<file path="src/rtl/pp_readout_pkg.sv">
`timescale 1ns/1ps
package pp_readout_pkg;
   typedef enum logic [1:0] {
      ST_IDLE    = 2'd0,
      ST_FETCH   = 2'd1,
      ST_CAPTURE = 2'd2,
      ST_PRESENT = 2'd3
   } rd_state_e;

   localparam int unsigned NUM_BUFS = 2;
endpackage

</file>
<file path="src/rtl/pp_len_clamp.sv">
`timescale 1ns/1ps
module pp_len_clamp #(
   parameter int unsigned CNT_W     = 10,
   parameter int unsigned BUF_BYTES = 512
) (
   input  logic [CNT_W-1:0] count_a_i,
   input  logic [CNT_W-1:0] count_b_i,
   input  logic             sel_i,
   output logic [CNT_W-1:0] len_o,
   output logic             len_zero_o
);
   localparam logic [CNT_W-1:0] MAX_LEN = CNT_W'(BUF_BYTES);

   logic [CNT_W-1:0] raw;

   always_comb begin
      raw        = sel_i ? count_b_i : count_a_i;
      len_o      = (raw > MAX_LEN) ? MAX_LEN : raw;
      len_zero_o = (raw == '0);
   end
endmodule

</file>
<file path="src/rtl/pp_addr_gen.sv">
`timescale 1ns/1ps
module pp_addr_gen #(
   parameter int unsigned BUF_BYTES = 512,
   parameter int unsigned CNT_W     = 10,
   localparam int unsigned OFF_W    = $clog2(BUF_BYTES),
   localparam int unsigned ADDR_W   = OFF_W + 1
) (
   input  logic              clk,
   input  logic              rst_n,
   input  logic              load_i,
   input  logic              load_sel_i,
   input  logic [CNT_W-1:0]  load_len_i,
   input  logic              step_i,
   output logic [ADDR_W-1:0] addr_o,
   output logic              sel_o,
   output logic              last_o
);
   logic [OFF_W-1:0] off_q;
   logic [CNT_W-1:0] rem_q;
   logic             sel_q;

   always_ff @(posedge clk or negedge rst_n) begin
      if (!rst_n) begin
         off_q <= '0;
         rem_q <= '0;
         sel_q <= 1'b0;
      end else if (load_i) begin
         off_q <= '0;
         rem_q <= load_len_i;
         sel_q <= load_sel_i;
      end else if (step_i) begin
         off_q <= off_q + OFF_W'(1);
         rem_q <= rem_q - CNT_W'(1);
      end
   end

   assign addr_o = {sel_q, off_q};
   assign sel_o  = sel_q;
   assign last_o = (rem_q == CNT_W'(1));
endmodule

</file>
<file path="src/rtl/pp_sink_steer.sv">
`timescale 1ns/1ps
module pp_sink_steer #(
   parameter int unsigned DATA_W         = 8,
   parameter bit          ZERO_IDLE_DATA = 1'b1
) (
   input  logic              valid_i,
   input  logic              dir_i,
   input  logic [DATA_W-1:0] data_i,
   input  logic              pkt_ready_i,
   input  logic              sto_ready_i,
   output logic              pkt_valid_o,
   output logic              sto_valid_o,
   output logic [DATA_W-1:0] pkt_data_o,
   output logic [DATA_W-1:0] sto_data_o,
   output logic              ready_o
);
   assign pkt_valid_o = valid_i & ~dir_i;
   assign sto_valid_o = valid_i &  dir_i;
   assign ready_o     = dir_i ? sto_ready_i : pkt_ready_i;

   generate
      if (ZERO_IDLE_DATA) begin : g_gated
         assign pkt_data_o = pkt_valid_o ? data_i : '0;
         assign sto_data_o = sto_valid_o ? data_i : '0;
      end else begin : g_shared
         assign pkt_data_o = data_i;
         assign sto_data_o = data_i;
      end
   endgenerate
endmodule

</file>
<file path="src/rtl/pp_done_flags.sv">
`timescale 1ns/1ps
module pp_done_flags #(
   parameter int unsigned NUM = 2
) (
   input  logic           clk,
   input  logic           rst_n,
   input  logic [NUM-1:0] clr_i,
   input  logic [NUM-1:0] set_i,
   output logic [NUM-1:0] flag_o
);
   generate
      for (genvar i = 0; i < NUM; i++) begin : g_flag
         always_ff @(posedge clk or negedge rst_n) begin
            if (!rst_n)         flag_o[i] <= 1'b0;
            else if (set_i[i])  flag_o[i] <= 1'b1;
            else if (clr_i[i])  flag_o[i] <= 1'b0;
         end
      end
   endgenerate
endmodule

</file>
<file path="src/rtl/pp_readout_seq.sv">
`timescale 1ns/1ps
module pp_readout_seq #(
   parameter int unsigned BUF_BYTES      = 512,
   parameter int unsigned DATA_W         = 8,
   parameter int unsigned CNT_W          = 10,
   parameter bit          ZERO_IDLE_DATA = 1'b1,
   localparam int unsigned ADDR_W        = $clog2(BUF_BYTES) + 1
) (
   input  logic              clk,
   input  logic              rst_n,
   input  logic              start_i,
   input  logic              start_sel_i,
   input  logic              dir_i,
   input  logic [CNT_W-1:0]  count_a_i,
   input  logic [CNT_W-1:0]  count_b_i,
   output logic              mem_rd_en_o,
   output logic [ADDR_W-1:0] mem_addr_o,
   input  logic [DATA_W-1:0] mem_rd_data_i,
   output logic              pkt_valid_o,
   output logic [DATA_W-1:0] pkt_data_o,
   input  logic              pkt_ready_i,
   output logic              sto_valid_o,
   output logic [DATA_W-1:0] sto_data_o,
   input  logic              sto_ready_i,
   output logic              busy_o,
   output logic              active_sel_o,
   output logic              done_a_o,
   output logic              done_b_o
);
   import pp_readout_pkg::*;

   generate
      if ((BUF_BYTES < 2) || ((BUF_BYTES & (BUF_BYTES - 1)) != 0)) begin : g_bad_depth
         $error("BUF_BYTES must be a power of two of at least 2");
      end
      if (CNT_W <= $clog2(BUF_BYTES)) begin : g_bad_cnt
         $error("CNT_W must be able to hold BUF_BYTES");
      end
      if (DATA_W == 0) begin : g_bad_data
         $error("DATA_W must be nonzero");
      end
   endgenerate

   rd_state_e         state_q;
   logic              dir_q;
   logic [DATA_W-1:0] data_q;
   logic [CNT_W-1:0]  len;
   logic              len_zero;
   logic              start_take;
   logic              sink_ready;
   logic              accept;
   logic              last;
   logic              finish;
   logic              zero_hit;
   logic [NUM_BUFS-1:0] flag_clr;
   logic [NUM_BUFS-1:0] flag_set;
   logic [NUM_BUFS-1:0] flags;

   pp_len_clamp #(.CNT_W(CNT_W), .BUF_BYTES(BUF_BYTES)) u_clamp (
      .count_a_i  (count_a_i),
      .count_b_i  (count_b_i),
      .sel_i      (start_sel_i),
      .len_o      (len),
      .len_zero_o (len_zero)
   );

   assign start_take = start_i && (state_q == ST_IDLE);
   assign accept     = (state_q == ST_PRESENT) && sink_ready;

   pp_addr_gen #(.BUF_BYTES(BUF_BYTES), .CNT_W(CNT_W)) u_addr (
      .clk        (clk),
      .rst_n      (rst_n),
      .load_i     (start_take),
      .load_sel_i (start_sel_i),
      .load_len_i (len),
      .step_i     (accept),
      .addr_o     (mem_addr_o),
      .sel_o      (active_sel_o),
      .last_o     (last)
   );

   always_ff @(posedge clk or negedge rst_n) begin
      if (!rst_n) begin
         state_q <= ST_IDLE;
         dir_q   <= 1'b0;
         data_q  <= '0;
      end else begin
         case (state_q)
            ST_IDLE: begin
               if (start_take && !len_zero) begin
                  state_q <= ST_FETCH;
                  dir_q   <= dir_i;
               end
            end
            ST_FETCH:   state_q <= ST_CAPTURE;
            ST_CAPTURE: begin
               data_q  <= mem_rd_data_i;
               state_q <= ST_PRESENT;
            end
            ST_PRESENT: begin
               if (sink_ready) state_q <= last ? ST_IDLE : ST_FETCH;
            end
            default: state_q <= ST_IDLE;
         endcase
      end
   end

   assign mem_rd_en_o = (state_q == ST_FETCH);
   assign busy_o      = (state_q != ST_IDLE);

   pp_sink_steer #(.DATA_W(DATA_W), .ZERO_IDLE_DATA(ZERO_IDLE_DATA)) u_steer (
      .valid_i     (state_q == ST_PRESENT),
      .dir_i       (dir_q),
      .data_i      (data_q),
      .pkt_ready_i (pkt_ready_i),
      .sto_ready_i (sto_ready_i),
      .pkt_valid_o (pkt_valid_o),
      .sto_valid_o (sto_valid_o),
      .pkt_data_o  (pkt_data_o),
      .sto_data_o  (sto_data_o),
      .ready_o     (sink_ready)
   );

   assign zero_hit = start_take && len_zero;
   assign finish   = accept && last;
   assign flag_clr = {start_take & start_sel_i, start_take & ~start_sel_i};
   assign flag_set = {(zero_hit & start_sel_i)  | (finish & active_sel_o),
                      (zero_hit & ~start_sel_i) | (finish & ~active_sel_o)};

   pp_done_flags #(.NUM(NUM_BUFS)) u_flags (
      .clk    (clk),
      .rst_n  (rst_n),
      .clr_i  (flag_clr),
      .set_i  (flag_set),
      .flag_o (flags)
   );

   assign done_a_o = flags[0];
   assign done_b_o = flags[1];
endmodule

</file>
<file path="config.mk">
export PLATFORM = sky130hd
export DESIGN_NAME = pp_readout_seq
export DESIGN_NICKNAME = d
export VERILOG_FILES = /design/src/rtl/pp_readout_pkg.sv /design/src/rtl/pp_len_clamp.sv /design/src/rtl/pp_addr_gen.sv /design/src/rtl/pp_sink_steer.sv /design/src/rtl/pp_done_flags.sv /design/src/rtl/pp_readout_seq.sv
export SDC_FILE = /design/constraint.sdc
export NUM_CORES = 1
export LEC_CHECK = 0
export ABC_AREA = 1
export BUFFER_PORTS_ARGS = -buffer_cell sky130_fd_sc_hd__buf_2
export CORE_MARGIN = 2
export CORE_UTILIZATION = 45
export DETAILED_ROUTE_END_ITERATION = 12
export PLACE_DENSITY = 0.86
export SKIP_CTS_REPAIR_TIMING = 1
export SLEW_MARGIN = 15
export SYNTH_ARGS = -nofsm -noshare
export SYNTH_HDL_FRONTEND = slang
export SYNTH_HIERARCHICAL = 1
export SYNTH_SLANG_ARGS = --single-unit
export TNS_END_PERCENT = 30
</file>
<file path="constraint.sdc">
create_clock -name clk -period 1.6 [get_ports clk]
set_input_delay 0.24 -clock clk [delete_from_list [all_inputs] [get_ports clk]]
set_output_delay 0.24 -clock clk [all_outputs]
set_load 0.05 [all_outputs]
</file>
==> results.ini, run 1 <==
[cells_and_area]
diodes = 0
nets = 473
nFillCells = 393
syn2layout_area_growth_pct = 38.1
drive_gt1_frac = 0.352
final_area_um2 = 3210

[power]
irDropWorstVdd_mv = 0.699
p_leak_nw = 1.78
power.density_nw_per_um2 = 1780

[floorplan]
rows = 26
die-area_um2 = 5760
die_width_um = 75.9
die_h_um = 75.9
num_io_pins = 68
initial_core_util = 0.461
core_um2 = 5040

[routing]
drc = 0
dr.pass1.iters = 5
vias_per_cell = 5.27
avgRoutedWirePerCell_um = 14.3
dr_total_vias = 2647
drtIter0Drc = 326
drt-total-wl_mm = 7.18
drtAntennaViolNets = 0

[global_route]
grt_max_degree = 34
busiest_layer = met2
grt_pass1_wl_mm = 9.56
antenna_found_initial = 0
track_usage = 0.213
gr-usage-met2 = 0.383
grt_pass1_vias = 2305
globalRouteMet1Util = 0.256
grt-ovfl-total = 0
use_met3 = 0.0344

[yosys]
synth_area_leader_cell = dfrtp_1
syn_area_per_cell_um2 = 6.92
ys_types = 29
syn_nets = 378
synth_most_common_cell = nand2_1
ys_top_cells_by_count = nand2_1, inv_1, nor2_1
synthCells = 336
yosysWarnings = 6
synth.area.top_cells = dfrtp_1, nand2_1, inv_1, nor2_1, nand3_1
mappedNetlistArea_um2 = 2330
ys_async_sr_fraction = 1.00
synth_enable_flop_cells = 0
synth_seq_cells = 33
synth_top_area_frac = 0.355
synth-main-ff-cell = dfrtp_1
ys_seq_area_frac = 0.355

[critical_path]
critPathCapture = sto_data_o[7]
crit_chain = ha_4, nand2_4, nor2_2, buf_6
r2r_setup_slack_ps = -10
startpoint_type = flip-flop
crit_required_ps = 1360
rr_startpoint = dir_q
crit_path_end_kind = primary output
cpPeakStageDelay_ps = 450
crit_fanout = 9
crit_start = state_q[1]
rr_endpoint = u_addr/rem_q[9]
cp_slowest_cell = dfrtp_2
r2r_cells = 11
path_class = flip-flop to primary output
critPathArrivalTime_ps = 1410

[placement]
place_ws_ps = -65.1
postPlaceCellArea_um2 = 2880
numPortBuffers = 67
dp_hpwl_mm = 4.44
place_congestion = 0.849

[sta]
holdWs_ps = -12.8
fmax_mhz = 607
hold_viol_final = 27
setup_viol_count_final = 13
relSlewSlack = 0.630
slew_violations = 0
finalSetupTns_ps = -295
worst_clock_skew_ps = 8.28
rsz0062_at_grt = true
fin_ws_ps = -48.5
period_minus_slack_ps = 1650
fin_crit_sh = 1.03
tightest_slew_ps = 555

[clock_tree]
root_buffer = clkbuf_8
h-tree-depth = 2
clk_latency_ps = 290
clk_pin_slew_ps = 70
cts_buffer_depth = 2
cts_tree = built
cts_sinks = 33
cts_inserted_buffers = 5

[job]
maxCapViolCount = 0

[outcome]
status = finished, violations left
violations = negative hold slack, negative setup slack

[hold_path]
hold_path_class = primary input to asynchronous set/reset pin

[state kept, by name, indices dropped and copies added (netlist names)]
name	flops
data_q	8
dir_q	1
state_q	2
u_addr/off_q	9
u_addr/rem_q	10
u_addr/sel_o	1
u_flags/flag_o	2
[kinds of logic (layout without fill, tap and decap cells)]
group                      count (synthesis)  in the layout  share of synthesized area
and+or+nand+nor                          194            194                      0.364
buffers and inverters                     67            163                      0.119
DFF                                       33             33                      0.355
AOI/OAI and AO/OA                         26             26                     0.0689
muxes                                      8              8                     0.0516
adders and majority gates                  7              7                     0.0377
xor gates and xnor gates                   1              1                    0.00377
[stage by stage]
| stage | std cells | power, mW | util |
|---|---|---|---|
| global route | 502 | 6.06 | 0.637 |
| global placement | 491 | 4.22 | 0.572 |
| detailed placement | 491 | 4.31 | 0.572 |
| finish | 502 | 5.73 | 0.637 |
| CTS | 499 | 5.17 | 0.595 |
| floorplan | 336 | 3.58 | - |
[power breakdown]
group / switching [mW] / total [mW] / leakage [nW] / internal, mW
registers: 0.348 / 1.50 / 0.418 / 1.15
logic: 2.18 / 3.39 / 1.30 / 1.22
clock network: 0.329 / 0.837 / 0.0585 / 0.508
total: 2.85 / 5.73 / 1.78 / 2.88
[worst max-delay path, delay by kind of cell, from the launching register on]
| family | cells | cell delay, ps |
|---|---|---|
| adder cells (fa/ha/maj) | 1 | 210 |
| buffers and inverters | 1 | 180 |
| flip-flops | 1 | 450 |
| AND/OR/NAND/NOR | 2 | 280 |
[how the worst min path moves through the flow]
stage	start	endpoint	slack (ps)	depth (start not counted)
4_1_cts	rst_n	u_addr/off_q[7]	-20	2
3_5_place_dp	rst_n	data_q[1]	290	2
6_report	rst_n	data_q[0]	-10	2
5_1_grt	rst_n	data_q[0]	10	2
3_3_place_gp	rst_n	data_q[0]	280	2
2_1_floorplan	rst_n	data_q[0]	-60	0
[area by class of cell]
| type | count | area (um^2) | area share |
|---|---|---|---|
| multi-input combinational | 236 | 1300 | 0.404 |
| clock buffer | 7 | 86.3 | 0.0269 |
| sequential | 33 | 830 | 0.258 |
| clock inverter | 1 | 30.0 | 0.00935 |
| inverter | 61 | 234 | 0.0728 |
| tap | 70 | 87.6 | 0.0273 |
| timing repair buffer | 94 | 647 | 0.201 |
[per-layer routing]
layer / part of all wire / vias up / routed length (um)
met5: 0 / - / 0
met4: 0.035 / 0 / 250
met3: 0.081 / 34 / 583
met2: 0.51 / 183 / 3680
met1: 0.37 / 1192 / 2660
li1: - / 1238 / -
[placed cells by master (no fill, tap or decap), drive strengths merged]
cell,instances
nor2,53
bufinv,1
xnor2,1
o22ai,1
o21ai,6
nand2,103
a21oi,12
dfrtp,33
nor3b,1
nand4,8
a22oi,4
inv,61
clkbuf,8
a22o,1
buf,93
ha,7
mux2,8
and2,1
nor3,1
nand3,27
o221ai,2
Note: power is estimated with default switching activity, not from simulation.
==> run 2: changes to the inputs <==
--- a/config.mk
+++ b/config.mk
@@ -10,11 +10,10 @@
 export CORE_MARGIN = 2
 export CORE_UTILIZATION = 45
 export DETAILED_ROUTE_END_ITERATION = 12
-export PLACE_DENSITY = 0.86
+export PLACE_DENSITY = 0.87
 export SKIP_CTS_REPAIR_TIMING = 1
 export SLEW_MARGIN = 15
 export SYNTH_ARGS = -nofsm -noshare
 export SYNTH_HDL_FRONTEND = slang
-export SYNTH_HIERARCHICAL = 1
 export SYNTH_SLANG_ARGS = --single-unit
 export TNS_END_PERCENT = 30
==> run 2 against run 1 <==
  * The run still ends with negative hold slack, negative setup slack left
  * Sequential power down 8%
  * Clock-buffer cell count unchanged
  * Fmax down 13%
  * Highest routed layer unchanged
==> results.ini, run 2 <==
[placement]
dp_hpwl_mm = 3.93  ; was 4.44 mm
place_congestion = 0.889  ; was 0.849
numPortBuffers = 67  ; unchanged
postPlaceCellArea_um2 = 2720  ; was 2880 um^2
place_inst = 452  ; was 491

[yosys]
syn_area_per_cell_um2 = 6.70  ; was 6.92 um^2
mappedNetlistArea_um2 = 2160  ; was 2330 um^2
ys_seq_area_frac = 0.382  ; was 0.355
synth_most_common_cell = nand2_1  ; unchanged
synth-main-ff-cell = dfrtp_1  ; unchanged
synth_enable_flop_cells = 0  ; unchanged
synthMuxAreaShare = 0  ; was 0.0516
ys_top_cells_by_count = nand2_1, inv_1, nor2_1  ; unchanged
yosys.area_share.simple = 0.320  ; was 0.364
synth-compound-area-share = 0.112  ; was 0.0689
synth_xor_area_frac = 0.00809  ; was 0.00377
synth.area.top_cells = dfrtp_1, nand2_1, inv_1, nor2_1, o21ai_0  ; was dfrtp_1, nand2_1, inv_1, nor2_1, nand3_1
synth_top_family_by_area = simple AND/OR/NAND/NOR gates  ; unchanged
synthCells = 323  ; was 336
yosysWarnings = 0  ; was 6
synth_top_area_frac = 0.382  ; was 0.355
synth_fa_ha_area_frac = 0.0462  ; was 0.0377
ys_async_sr_fraction = 1.00  ; unchanged
synth_area_leader_cell = dfrtp_1  ; unchanged
synth_seq_cells = 33  ; unchanged
syn_nets = 366  ; was 378
ys_types = 32  ; was 29

[floorplan]
core_um2 = 4690  ; was 5040 um^2
die_width_um = 73.4  ; was 75.9 um
num_io_pins = 68  ; unchanged
rows = 25  ; was 26
initial_core_util = 0.461  ; about the same
die_h_um = 73.4  ; was 75.9 um
die-area_um2 = 5380  ; was 5760 um^2

[power]
p_sw_frac = 0.478  ; was 0.498
p_leak_nw = 1.64  ; was 1.78 nW
intPower_mw = 2.62  ; was 2.88 mW
p_sw_mw = 2.40  ; was 2.85 mW
power.density_nw_per_um2 = 1670  ; was 1780 nW/um^2
seq_power_share = 0.275  ; was 0.262
irDropWorstVdd_mv = 0.656  ; was 0.699 mV
power.share.clock = 0.164  ; was 0.146
p_comb_frac = 0.561  ; was 0.592

[routing]
vias_per_cell = 4.97  ; was 5.27
dr_total_vias = 2291  ; was 2647
drc = 0  ; unchanged
drt-total-wl_mm = 5.75  ; was 7.18 mm
dr.pass1.iters = 4  ; was 5
drtAntennaViolNets = 0  ; unchanged
avgRoutedWirePerCell_um = 12.5  ; was 14.3 um
drtIter0Drc = 143  ; was 326

[sta]
fin_crit_sh = 1.18  ; was 1.03
setup_viol_count_final = 20  ; was 13
rsz0062_at_grt = true  ; unchanged
worst_clock_skew_ps = 5.35  ; was 8.28 ps
fmax_mhz = 530  ; was 607 MHz
period_minus_slack_ps = 1890  ; was 1650 ps
relSlewSlack = 0.651  ; was 0.630
holdWs_ps = -30.3  ; was -12.8 ps
slew_violations = 0  ; unchanged
tightest_slew_ps = 523  ; was 555 ps
fin_ws_ps = -287  ; was -48.5 ps
hold_viol_final = 33  ; was 27

[cells_and_area]
nets = 449  ; was 473
layout_common_cells = nand2_1, inv_1, buf_2  ; unchanged
post-route-util = 0.639  ; was 0.637
nFillCells = 389  ; was 393
largest_register_ffs = 10  ; unchanged
mostFrequentLayoutCell = nand2_1  ; unchanged
drive_gt1_frac = 0.314  ; was 0.352
largestRegisters = u_addr.rem_q: 10 flops, u_addr.off_q: 9 flops, data_q: 8 flops  ; was u_addr/rem_q: 10 flops, u_addr/off_q: 9 flops, data_q: 8 flops
diodes = 0  ; unchanged
final_area_um2 = 3000  ; was 3210 um^2
fin_cells = 461  ; was 502
syn2layout_area_growth_pct = 38.6  ; was 38.1%
regMostFlops = u_addr.rem_q  ; was u_addr/rem_q

[global_route]
grt-ovfl-total = 0  ; unchanged
grt_max_degree = 34  ; unchanged
grt_pass1_vias = 1970  ; was 2305
antenna_found_initial = 0  ; unchanged
track_usage = 0.202  ; was 0.213
grt_pass1_wl_mm = 8.64  ; was 9.56 mm

[critical_path]
critPathArrivalTime_ps = 1650  ; was 1410 ps
rr_endpoint = u_addr.rem_q[9]  ; was u_addr/rem_q[9]
rr_startpoint = u_addr.rem_q[2]  ; was dir_q
cpPeakStageDelay_ps = 420  ; was 450 ps
cp_slowest_cell = dfrtp_1  ; was dfrtp_2
r2r_cells = 10  ; was 11
crit_fanout = 8  ; was 9
crit_required_ps = 1360  ; about the same
crit_chain = ha_2, inv_2, nor2_4, clkinvlp_4, buf_12, nor2_4, buf_8  ; was ha_4, nand2_4, nor2_2, buf_6
startpoint_type = flip-flop  ; unchanged
r2r_setup_slack_ps = -20  ; was -10 ps
path_class = flip-flop to primary output  ; unchanged
cpMostUsedCell = nor2_4
crit_path_end_kind = primary output  ; unchanged

[outcome]
status = finished, violations left  ; unchanged
violations = negative hold slack, negative setup slack  ; unchanged

[clock_tree]
cts_tree = built  ; unchanged
clk_latency_ps = 290  ; about the same
h-tree-depth = 2  ; unchanged
cts_inserted_buffers = 5  ; unchanged
clk_pin_slew_ps = 70  ; about the same
root_buffer = clkbuf_8  ; unchanged
cts_sinks = 33  ; unchanged
cts_buffer_depth = 2  ; unchanged

[hold_path]
hold_path_class = primary input to asynchronous set/reset pin  ; unchanged

[job]
maxCapViolCount = 0  ; unchanged

run 2: kinds of logic (layout without fill, tap and decap cells):
group / after synthesis / after routing
AOI/OAI and AO/OA: 45 / 45
xor gates and xnor gates: 2 / 2
adders and majority gates: 8 / 8
buffers and inverters: 72 / 156
DFF: 33 / 33
and+or+nand+nor: 163 / 163
run 2: stage by stage:
| stage | worst slack [ps] | setup TNS (ps) | power [mW] |
|---|---|---|---|
| 6_report | -287 | -3340 | 5.03 |
| 5_1_grt | -371 | -5520 | 5.38 |
| 4_1_cts | -340 | -5850 | 4.78 |
| 3_5_place_dp | -88.9 | -455 | 3.93 |
| 3_3_place_gp | 30.7 | 0 | 3.83 |
| 2_1_floorplan | -391 | -3610 | 3.23 |
run 2: layer usage:
layer  global-route usage  wire [um]  up-vias
li1                     -          -     1144
met1                0.269       2410     1051
met2                0.338       2910       77
met3               0.0302        251       19
met4               0.0667        176        0
met5                    0          0        -
run 2: cell type report:
| class | instances | area [um^2] | area share |
|---|---|---|---|
| Clock buffer | 7 | 86.3 | 0.0288 |
| Tap cell | 54 | 67.6 | 0.0225 |
| Inverter | 66 | 254 | 0.0847 |
| Sequential cell | 33 | 826 | 0.275 |
| Multi-Input combinational cell | 218 | 1160 | 0.385 |
| Timing Repair Buffer | 82 | 581 | 0.193 |
| Clock inverter | 1 | 30.0 | 0.0100 |
run 2: how the worst max path moves through the flow:
stage	end	from
2_1_floorplan	pkt_data_o[1]	state_q[0]
3_3_place_gp	pkt_data_o[1]	state_q[1]
3_5_place_dp	u_addr.rem_q[9]	state_q[1]
4_1_cts	pkt_data_o[0]	state_q[1]
5_1_grt	pkt_data_o[3]	state_q[1]
6_report	pkt_data_o[3]	state_q[1]
run 2: critical path: cells and delay by family (launching register included):
| family | cells | cell delay (ps) |
|---|---|---|
| AND/OR/NAND/NOR | 2 | 250 |
| flip-flops | 1 | 420 |
| buffers and inverters | 4 | 470 |
| adder cells (fa/ha/maj) | 1 | 210 |
run 2: power groups by stage:
stage	registers [mW]	logic [mW]	clock network (mW)
final	1.38	2.82	0.823
after CTS	1.37	2.57	0.839
after detailed placement	1.38	2.55	0
after global routing	1.42	3.08	0.871
after global placement	1.37	2.46	0
after floorplan	1.45	1.78	0
